--- config.mk ---
export PLATFORM = sky130hd
export DESIGN_NAME = sec_erase_ctl
export DESIGN_NICKNAME = d
export VERILOG_FILES = /design/src/rtl/sec_erase_pkg.sv /design/src/rtl/sec_quiet_timer.sv /design/src/rtl/sec_map_accum.sv /design/src/rtl/sec_erase_count.sv /design/src/rtl/sec_status_byte.sv /design/src/rtl/sec_erase_ctl.sv
export SDC_FILE = /design/constraint.sdc
export NUM_CORES = 1
export LEC_CHECK = 0
export BUFFER_PORTS_ARGS = -buffer_cell sky130_fd_sc_hd__buf_2
export CORE_AREA = 4 4 89 91
export DETAILED_ROUTE_END_ITERATION = 16
export DIE_AREA = 0 0 93 95
export HOLD_SLACK_MARGIN = 0.12
export PLACE_DENSITY = 0.52
export SLEW_MARGIN = 20
export SYNTH_ARGS = -nofsm -noshare
export SYNTH_HDL_FRONTEND = slang
export SYNTH_SLANG_ARGS = --single-unit
--- constraint.sdc ---
create_clock -name clk -period 4.3 [get_ports clk]
set_input_delay 0 -clock clk [delete_from_list [all_inputs] [get_ports clk]]
set_output_delay 0 -clock clk [all_outputs]
set_load 0.03 [all_outputs]
--- src/rtl/sec_erase_pkg.sv ---
package sec_erase_pkg;
  typedef enum logic [2:0] {
    OP_NONE       = 3'd0,
    OP_SECT_ERASE = 3'd1,
    OP_SECT_ADD   = 3'd2,
    OP_CHIP_ERASE = 3'd3,
    OP_SUSPEND    = 3'd4,
    OP_RESUME     = 3'd5
  } erase_op_e;

  typedef enum logic [1:0] {
    ST_READ   = 2'd0,
    ST_WINDOW = 2'd1,
    ST_ERASE  = 2'd2,
    ST_HOLD   = 2'd3
  } ctl_state_e;

  localparam int STAT_DONE_BIT   = 7;
  localparam int STAT_TOGGLE_BIT = 6;
  localparam int STAT_TIMER_BIT  = 3;
endpackage

--- src/rtl/sec_quiet_timer.sv ---
module sec_quiet_timer #(
  parameter int WINDOW_CYCLES = 8
) (
  input  logic clk,
  input  logic rst_n,
  input  logic run,
  input  logic restart,
  output logic expired
);
  localparam int TW = (WINDOW_CYCLES > 1) ? $clog2(WINDOW_CYCLES) : 1;
  localparam logic [TW-1:0] LAST = TW'(WINDOW_CYCLES - 1);

  logic [TW-1:0] cnt_q;

  // Counts quiet cycles while the window is open; held at zero otherwise.
  always_ff @(posedge clk or negedge rst_n) begin
    if (!rst_n)                cnt_q <= '0;
    else if (!run || restart)  cnt_q <= '0;
    else if (cnt_q != LAST)    cnt_q <= cnt_q + TW'(1);
  end

  assign expired = run && (cnt_q == LAST);
endmodule

--- src/rtl/sec_map_accum.sv ---
module sec_map_accum #(
  parameter int N_SECT = 16,
  localparam int SECT_W = (N_SECT > 1) ? $clog2(N_SECT) : 1,
  localparam int CNT_W  = $clog2(N_SECT + 1)
) (
  input  logic              clk,
  input  logic              rst_n,
  input  logic              clr,
  input  logic              set_one,
  input  logic              set_all,
  input  logic [SECT_W-1:0] idx,
  output logic [N_SECT-1:0] map,
  output logic [CNT_W-1:0]  count
);
  logic [N_SECT-1:0] map_q;
  logic [N_SECT-1:0] map_d;

  for (genvar i = 0; i < N_SECT; i++) begin : g_bit
    assign map_d[i] = clr ? 1'b0
                    : (map_q[i] | set_all | (set_one && (idx == SECT_W'(i))));
  end

  always_ff @(posedge clk or negedge rst_n) begin
    if (!rst_n) map_q <= '0;
    else        map_q <= map_d;
  end

  always_comb begin
    count = '0;
    for (int i = 0; i < N_SECT; i++) count = count + CNT_W'(map_q[i]);
  end

  assign map = map_q;
endmodule

--- src/rtl/sec_erase_count.sv ---
module sec_erase_count #(
  parameter int N_SECT            = 16,
  parameter int CYCLES_PER_SECTOR = 4,
  localparam int CNT_W = $clog2(N_SECT + 1),
  localparam int TOTAL = N_SECT * CYCLES_PER_SECTOR,
  localparam int RW    = $clog2(TOTAL + 1)
) (
  input  logic             clk,
  input  logic             rst_n,
  input  logic             load,
  input  logic             load_all,
  input  logic [CNT_W-1:0] sel_count,
  input  logic             run,
  output logic             last
);
  logic [RW-1:0] remain_q;
  logic [RW-1:0] load_val;

  assign load_val = load_all ? RW'(TOTAL)
                             : RW'(sel_count) * RW'(CYCLES_PER_SECTOR);

  // Remaining erase cycles; frozen whenever run is low (suspend).
  always_ff @(posedge clk or negedge rst_n) begin
    if (!rst_n)    remain_q <= '0;
    else if (load) remain_q <= load_val;
    else if (run && remain_q != '0) remain_q <= remain_q - RW'(1);
  end

  assign last = (remain_q == RW'(1));
endmodule

--- src/rtl/sec_status_byte.sv ---
module sec_status_byte
  import sec_erase_pkg::*;
(
  input  logic       clk,
  input  logic       rst_n,
  input  logic       busy,
  input  logic       started,
  input  logic       rd,
  output logic [7:0] status
);
  logic tgl_q;

  always_ff @(posedge clk or negedge rst_n) begin
    if (!rst_n)          tgl_q <= 1'b0;
    else if (rd && busy) tgl_q <= ~tgl_q;
  end

  always_comb begin
    status                  = '0;
    status[STAT_DONE_BIT]   = ~busy;
    status[STAT_TOGGLE_BIT] = tgl_q;
    status[STAT_TIMER_BIT]  = started;
  end
endmodule

--- src/rtl/sec_erase_ctl.sv ---
module sec_erase_ctl
  import sec_erase_pkg::*;
#(
  parameter int N_SECT            = 16,
  parameter int WINDOW_CYCLES     = 8,
  parameter int CYCLES_PER_SECTOR = 4,
  localparam int SECT_W = (N_SECT > 1) ? $clog2(N_SECT) : 1,
  localparam int CNT_W  = $clog2(N_SECT + 1)
) (
  input  logic              clk,
  input  logic              rst_n,
  input  logic              cmd_valid,
  output logic              cmd_ready,
  input  logic [2:0]        cmd_op,
  input  logic [SECT_W-1:0] cmd_sector,
  input  logic              stat_rd,
  output logic [7:0]        status,
  output logic [N_SECT-1:0] sector_map,
  output logic              erase_busy
);
  ctl_state_e state_q, state_d;
  erase_op_e  op;
  logic       win_run, win_expired, win_restart;
  logic       map_clr, map_set_one, map_set_all;
  logic [CNT_W-1:0] map_count;
  logic       cnt_load, cnt_load_all, cnt_run, cnt_last;

  assign cmd_ready = 1'b1;
  assign op        = erase_op_e'(cmd_op);
  assign win_run   = (state_q == ST_WINDOW);

  always_comb begin
    state_d      = state_q;
    win_restart  = 1'b0;
    map_clr      = 1'b0;
    map_set_one  = 1'b0;
    map_set_all  = 1'b0;
    cnt_load     = 1'b0;
    cnt_load_all = 1'b0;
    cnt_run      = 1'b0;
    unique case (state_q)
      ST_READ: begin
        if (cmd_valid && op == OP_SECT_ERASE) begin
          state_d     = ST_WINDOW;
          map_set_one = 1'b1;
        end else if (cmd_valid && op == OP_CHIP_ERASE) begin
          state_d      = ST_ERASE;
          map_set_all  = 1'b1;
          cnt_load     = 1'b1;
          cnt_load_all = 1'b1;
        end
      end
      ST_WINDOW: begin
        if (cmd_valid && op == OP_SECT_ADD) begin
          map_set_one = 1'b1;
          win_restart = 1'b1;
        end else if (win_expired) begin
          state_d  = ST_ERASE;
          cnt_load = 1'b1;
        end
      end
      ST_ERASE: begin
        if (cmd_valid && op == OP_SUSPEND) begin
          state_d = ST_HOLD;
        end else begin
          cnt_run = 1'b1;
          if (cnt_last) begin
            state_d = ST_READ;
            map_clr = 1'b1;
          end
        end
      end
      ST_HOLD: begin
        if (cmd_valid && op == OP_RESUME) state_d = ST_ERASE;
      end
      default: state_d = ST_READ;
    endcase
  end

  always_ff @(posedge clk or negedge rst_n) begin
    if (!rst_n) state_q <= ST_READ;
    else        state_q <= state_d;
  end

  sec_quiet_timer #(.WINDOW_CYCLES(WINDOW_CYCLES)) u_timer (
    .clk     (clk),
    .rst_n   (rst_n),
    .run     (win_run),
    .restart (win_restart),
    .expired (win_expired)
  );

  sec_map_accum #(.N_SECT(N_SECT)) u_map (
    .clk     (clk),
    .rst_n   (rst_n),
    .clr     (map_clr),
    .set_one (map_set_one),
    .set_all (map_set_all),
    .idx     (cmd_sector),
    .map     (sector_map),
    .count   (map_count)
  );

  sec_erase_count #(
    .N_SECT            (N_SECT),
    .CYCLES_PER_SECTOR (CYCLES_PER_SECTOR)
  ) u_count (
    .clk       (clk),
    .rst_n     (rst_n),
    .load      (cnt_load),
    .load_all  (cnt_load_all),
    .sel_count (map_count),
    .run       (cnt_run),
    .last      (cnt_last)
  );

  assign erase_busy = (state_q != ST_READ);

  sec_status_byte u_status (
    .clk     (clk),
    .rst_n   (rst_n),
    .busy    (erase_busy),
    .started ((state_q == ST_ERASE) || (state_q == ST_HOLD)),
    .rd      (stat_rd),
    .status  (status)
  );
endmodule

==> results of run 1 <==
through the flow:
step / util (%) / worst slack [ps] / std cells / hold slack [ps] / area, um2
after floorplan: - / 262 / 218 / -296 / 2090
after global placement: 31.5 / 336 / 331 / 86.0 / 2250
after detailed placement: 31.5 / 288 / 331 / 83.9 / 2250
after CTS: 34.0 / 264 / 347 / 159 / 2430
after global routing: 34.0 / 84.3 / 347 / 174 / 2430
final: 34.0 / 279 / 347 / 164 / 2430
layer usage:
layer | wire [um] | vias up | global-route usage, % | share of wire [%]
li1 | - | 767 | - | -
met1 | 2220 | 762 | 15.3 | 49
met2 | 2000 | 28 | 15.1 | 45
met3 | 210 | 7 | 3.67 | 4.7
met4 | 52 | 0 | 2.93 | 1.2
met5 | 0 | - | 0 | 0
final timing paths:
check,from,endpoint,slack [ps]
setup / recovery,u_map.map[0],u_count.remain_q[6],280
hold / removal,cmd_op[2],state_q[0],160
setup reg to reg,u_map.map[0],u_count.remain_q[6],280
hold reg to reg,u_status.tgl_q,u_status.tgl_q,470
max in group asynchronous,rst_n,u_count.remain_q[1],3580
min in group asynchronous,rst_n,u_map.map[1],280
registers in the layout (all words and copies together), names as in the netlist:
register / count
state_q: 2
u_count.remain_q: 7
u_map.map: 16
u_status.tgl_q: 1
u_timer.cnt_q: 3
worst max-delay path, cell delays in order, from the launching register on:
cell	delay, ps
dfrtp_1	400
ha_1	290
inv_1	70
fa_1	430
fa_1	540
fa_1	440
fa_1	510
fa_1	160
inv_1	60
fa_1	390
a21o_1	190
a21oi_1	190
o22ai_1	110
o2bb2ai_1	140
cell families (layout without fill, tap and decap cells):
kind of cell    after synthesis  in the layout
compound gates               39             39
xor+xnor                      9              9
fa+ha+maj                    20             20
buf+inv                      46             76
flops                        29             29
mux                           3              3
other cells                   2              6
simple gates                 66             66
cell usage in the layout, fill, tap and decap left out, types with 2 or more instances in the layout:
cell type,synthesis,layout
a211oi_1,12,12
a21o_1,2,2
a21oi_1,9,9
a31oi_1,3,3
and2_1,2,2
buf_2,2,30
clkbuf_8,0,7
conb_1,2,6
dfrtp_1,29,29
dlygate4sd3_1,0,8
fa_1,10,10
ha_1,10,10
inv_1,29,29
mux2i_1,3,3
nand2_1,10,10
nand2b_1,3,3
nand3_1,3,3
nand3b_1,5,5
nor2_1,24,24
nor2b_1,2,2
nor3_1,3,3
nor3b_1,3,3
nor4_2,2,2
o21ai_0,3,3
o22ai_1,5,5
o2bb2ai_1,2,2
xnor2_1,3,3
xor2_1,6,6
cell type report:
cell class	count	area share, %
Clock buffer	7	3.97
Sequential cell	29	29.9
Timing Repair Buffer	38	9.48
Multi-Input combinational cell	143	46.7
Clock inverter	1	0.206
Inverter	30	4.64
Tap cell	99	5.10
==> key figures, run 1 <==
Synthesis
  – Post-synthesis sequential area ratio: 35.0%
  – Synthesized flop and latch total: 29
  – Yosys warning total: 0
  – Post-synth EDFFs: 0
  – Main synth FF type: dfrtp_1
  – Largest family of logic cells by synthesized area: simple AND/OR/NAND/NOR gates
  – Adder-Cell Fraction of Synth Area: 15.7%
  – Synth unique cells: 42
  – Post-synth top cells: dfrtp_1 (29), inv_1 (29), nor2_1 (24), a211oi_1 (12)
  – Ys async rst share: 100%
  – Synthesized area per cell: 9.69 um2
  – Mux cell area share after synthesis: 1.45%
  – Compound-gate portion of the synthesized area: 13.3%
  – Gate Count Post-Synth: 214
  – Synth area leader: dfrtp_1
  – Yosys top cell area share: 35.0%
  – Synth top area cells: dfrtp_1 (35%), fa_1 (9.7%), ha_1 (6.0%)
  – Synth Area in Simple Gates: 19.4%
  – Cell area after synthesis: 0.00207 mm2
  – Post-Synth XOR/XNOR Area: 3.80%

Critical path
  – Critical path type: reg2reg
  – Setup crit end kind: flip-flop
  – Crit Path Max Fanout: 3
  – CP startpoint kind: flip-flop
  – Critical Path AT: 4200 ps
  – Reg2reg path depth: 13
  – Req. time, crit path: 4480 ps

Run status
  – Status: finished clean

STA
  – Slew Limit Fails: 0
  – RSZ-0062 raised after global routing: no
  – Final setup vio count: 0
  – FMAX: 249 MHz
  – Rel. slew slack: 35.0%
  – Final count of hold timing violations: 0
  – Setup Skew: 9.19 ps
  – Setup TNS Final: 0 ps
  – Minimum clock period: 4020 ps
  – Pin slew with the least headroom to its limit: 968 ps
  – Period utilization: 93.5%

Clocking
  – CTS Sinks: 29
  – TritonCTS clock tree: done
  – Worst-path clk slew: 70 ps
  – Cts hold-fix bufs: 8
  – CTS Buf Count: 5
  – Post-CTS sizing: 0
  – Setup Buffers After CTS: 0
  – Root buf cell: clkbuf_8
  – Clk buf depth: 2
  – H-tree levels: 2
  – Clk_lat worst skew: 290 ps

Layout
  – Antenna cells: 0
  – Reg area: 726 um2
  – Filler instances: 776
  – Area of the multi-input gates: 0.00113 mm2
  – Proportion of layout cells with a drive suffix above 1: 19.0%
  – Final net count: 278
  – Area Growth Syn to Fin: 17.1%

Floorplan
  – Die Area: 0.00884 mm2
  – Initial Utilization: 29.0%
  – I/O pins: 37
  – Core box area: 0.00714 mm2
  – Rows: 31
  – Die W: 93 um
  – Die Y: 95 um

Drt
  – DRT Pass-1 Iters: 4
  – Initial DRC Count: 35
  – # DRC: 0
  – Post-detailed-route count of antenna-violating nets: 0
  – Vias per Instance: 4.51
  – Per-cell routed wire length: 12.9 um
  – Vias: 1564
  – Final WL: 4.48 mm

GRT
  – Vias in the first global route: 1486
  – Gr usage total: 10.7%
  – Grt total ovfl: 0
  – Antenna violations before repair: 0
  – Largest net degree at the start of global routing: 30
  – First-pass GRT wire length: 7.26 mm

Placement
  – Dpl hpwl: 3.39 mm
  – GPL Wtd Cong: 0.748
  – Port-buffer cells: 30

Hold path
  – Hold depth: 4
  – Hold Crit Class: in2reg

Run
  – Max-Cap Viols: 0
Power of run 1 is left out: the tool's default activity adds up to more than one toggle a clock period on the data nets, which glitch-free logic cannot reach.
==> run 2, diff against run 1 <==
BUFFER_PORTS_ARGS = -buffer_cell sky130_fd_sc_hd__buf_4   (was -buffer_cell sky130_fd_sc_hd__buf_2)
GPL_TIMING_DRIVEN = 0   (was unset)
==> run 2 against run 1 <==
  * Largest cell class unchanged
  * Worst setup slack worse by 14 ps
  * Final cell count rose by 3.7%
  * Via count rose by 2.2%
  * Critical endpoint unchanged
  * Critical path depth is the same
  * Hold slack got worse by 30 ps
  * Non-clock buffer count increased by 14
  * Critical path type unchanged
  * Die area is the same
  * Count of clock-buffer cells in the layout did not move
==> key figures, run 2 (synthesis results as in run 1) <==
Clocking
  – Root buf cell: clkbuf_8
  – TritonCTS clock tree: done
  – Post-CTS sizing: 0 (unchanged)
  – Clk buf depth: 2 (unchanged)
  – Setup Buffers After CTS: 0 (unchanged)
  – CTS Buf Count: 5 (unchanged)
  – CTS Sinks: 29 (unchanged)
  – Clk_lat worst skew: 280 ps (about the same)
  – Worst-path clk slew: 70 ps (about the same)
  – H-tree levels: 2 (unchanged)

Floorplan
  – Initial Utilization: 29.0% (unchanged)
  – Rows: 31 (unchanged)
  – Die W: 93 um (unchanged)
  – Die Y: 95 um (unchanged)
  – Core box area: 0.00714 mm2 (unchanged)
  – Die Area: 0.00884 mm2 (unchanged)
  – I/O pins: 37 (unchanged)

Critical path
  – Critical path type: reg2reg
  – Reg2reg end: u_count.remain_q[6]
  – FF-to-FF Start: u_map.map[1]
  – Crit Path Max Fanout: 3 (unchanged)
  – Setup crit end: u_count.remain_q[6]
  – Critical Path AT: 4200 ps (about the same)
  – Reg2reg path depth: 13 (unchanged)
  – Internal reg-to-reg setup slack: 260 ps (about the same)
  – Req. time, crit path: 4470 ps (about the same)
  – Setup crit end kind: flip-flop
  – CP startpoint kind: flip-flop
  – CP startpoint: u_map.map[1]

STA
  – FMAX: 248 MHz (-0.35%)
  – Slew Limit Fails: 0 (unchanged)
  – Final count of hold timing violations: 0 (unchanged)
  – RSZ-0062 raised after global routing: no
  – Minimum clock period: 4040 ps (+14.3 ps)
  – Setup TNS Final: 0 ps (unchanged)
  – Setup Skew: 11.3 ps (+2.11 ps)
  – Final setup vio count: 0 (unchanged)
  – Pin slew with the least headroom to its limit: 634 ps (-334 ps)
  – Rel. slew slack: 57.6% (+23 points)
  – Period utilization: 93.8% (+0.33 points)

Placement
  – Dpl hpwl: 3.49 mm (+3.1%)
  – Port-buffer cells: 30 (unchanged)
  – GPL Wtd Cong: 0.825 (+10%)

GRT
  – Grt total ovfl: 0 (unchanged)
  – First-pass GRT wire length: 7.71 mm (+6.3%)
  – Vias in the first global route: 1581 (+6.4%)
  – Gr usage total: 11.2% (+0.54 points)
  – Antenna violations before repair: 0 (unchanged)
  – Largest net degree at the start of global routing: 30 (unchanged)

Drt
  – Per-cell routed wire length: 12.5 um (-3.6%)
  – Max layer used: met4
  – Post-detailed-route count of antenna-violating nets: 0 (unchanged)
  – DRT Pass-1 Iters: 4 (unchanged)
  – DR WL met2: 1.91 mm (-4.8%)
  – Vias per Instance: 4.44 (-1.5%)
  – Initial DRC Count: 42 (+20%)
  – Final WL: 4.49 mm (about the same)
  – Vias: 1599 (+2.2%)
  – # DRC: 0 (unchanged)
  – Met3 routed WL: 222 um (+5.7%)
  – Metal1 wirelength: 2.30 mm (+3.6%)

Layout
  – Most frequent cells in the layout: buf_4 (40), inv_1 (29), dfrtp_1 (29)
  – Max FFs per register: 16 (unchanged)
  – Proportion of layout cells with a drive suffix above 1: 22.6% (+3.7 points)
  – Antenna cells: 0 (unchanged)
  – Area Growth Syn to Fin: 24.6%
  – Final net count: 292 (+5.0%)
  – Most common cell after layout, fill and taps aside: buf_4

Run status
  – Status: finished clean

Hold path
  – Hold Crit Class: in2reg
  – Hold depth: 4 (unchanged)

Run
  – Max-Cap Viols: 0 (unchanged)
## run 2: stage by stage
| stage | setup slack [ps] | instances | cell area (um2) | hold WS, ps | utilization [%] |
|---|---|---|---|---|---|
| finish | 265 | 360 | 2580 | 134 | 36.2 |
| global route | 76.4 | 360 | 2580 | 137 | 36.2 |
| CTS | 217 | 360 | 2580 | 121 | 36.2 |
| detailed placement | 198 | 347 | 2440 | -39.2 | 34.2 |
| global placement | 240 | 347 | 2440 | -37.4 | 34.2 |
| floorplan | 262 | 218 | 2090 | -296 | - |
## run 2: what timing repair did
item | 4_1_cts | 5_1_grt
hold buffers | 6 | 0
endpoints found under the hold margin | 35 | 0
setup endpoints to repair | 0 | 0
## run 2: worst min-delay path by stage
stage	from	slack [ps]	end
after floorplan	rst_n	-300	state_q[0]
after global placement	rst_n	-40	u_map.map[13]
after detailed placement	rst_n	-40	u_map.map[12]
after CTS	cmd_sector[0]	120	u_map.map[6]
after global routing	cmd_sector[1]	140	u_map.map[5]
final	cmd_valid	130	state_q[0]
## run 2: critical path, cell delays in order, from the launching register on
cell       delay, ps
dfrtp_1          410
ha_1             290
inv_1             40
fa_1             460
fa_1             560
fa_1             440
fa_1             510
fa_1             160
inv_1             60
fa_1             400
a21o_1           190
a21oi_1          180
o22ai_1          110
o2bb2ai_1        130
## run 2: cell type report
| type | instances | area (um2) |
|---|---|---|
| well taps | 99 | 124 |
| clock buffers | 7 | 86.3 |
| repair buffers | 36 | 285 |
| inverters | 30 | 113 |
| multi-input cells | 143 | 1130 |
| fillers | 767 | 4550 |
| flip-flops and latches | 29 | 726 |
| plain buffers | 16 | 115 |
## run 2: layer usage
| layer | up-vias | GRT usage, % |
|---|---|---|
| met5 | - | 0 |
| met4 | 0 | 3.66 |
| met3 | 5 | 2.87 |
| met2 | 34 | 16.3 |
| met1 | 765 | 16.1 |
| li1 | 795 | - |
Power of run 2 is left out for the same reason.
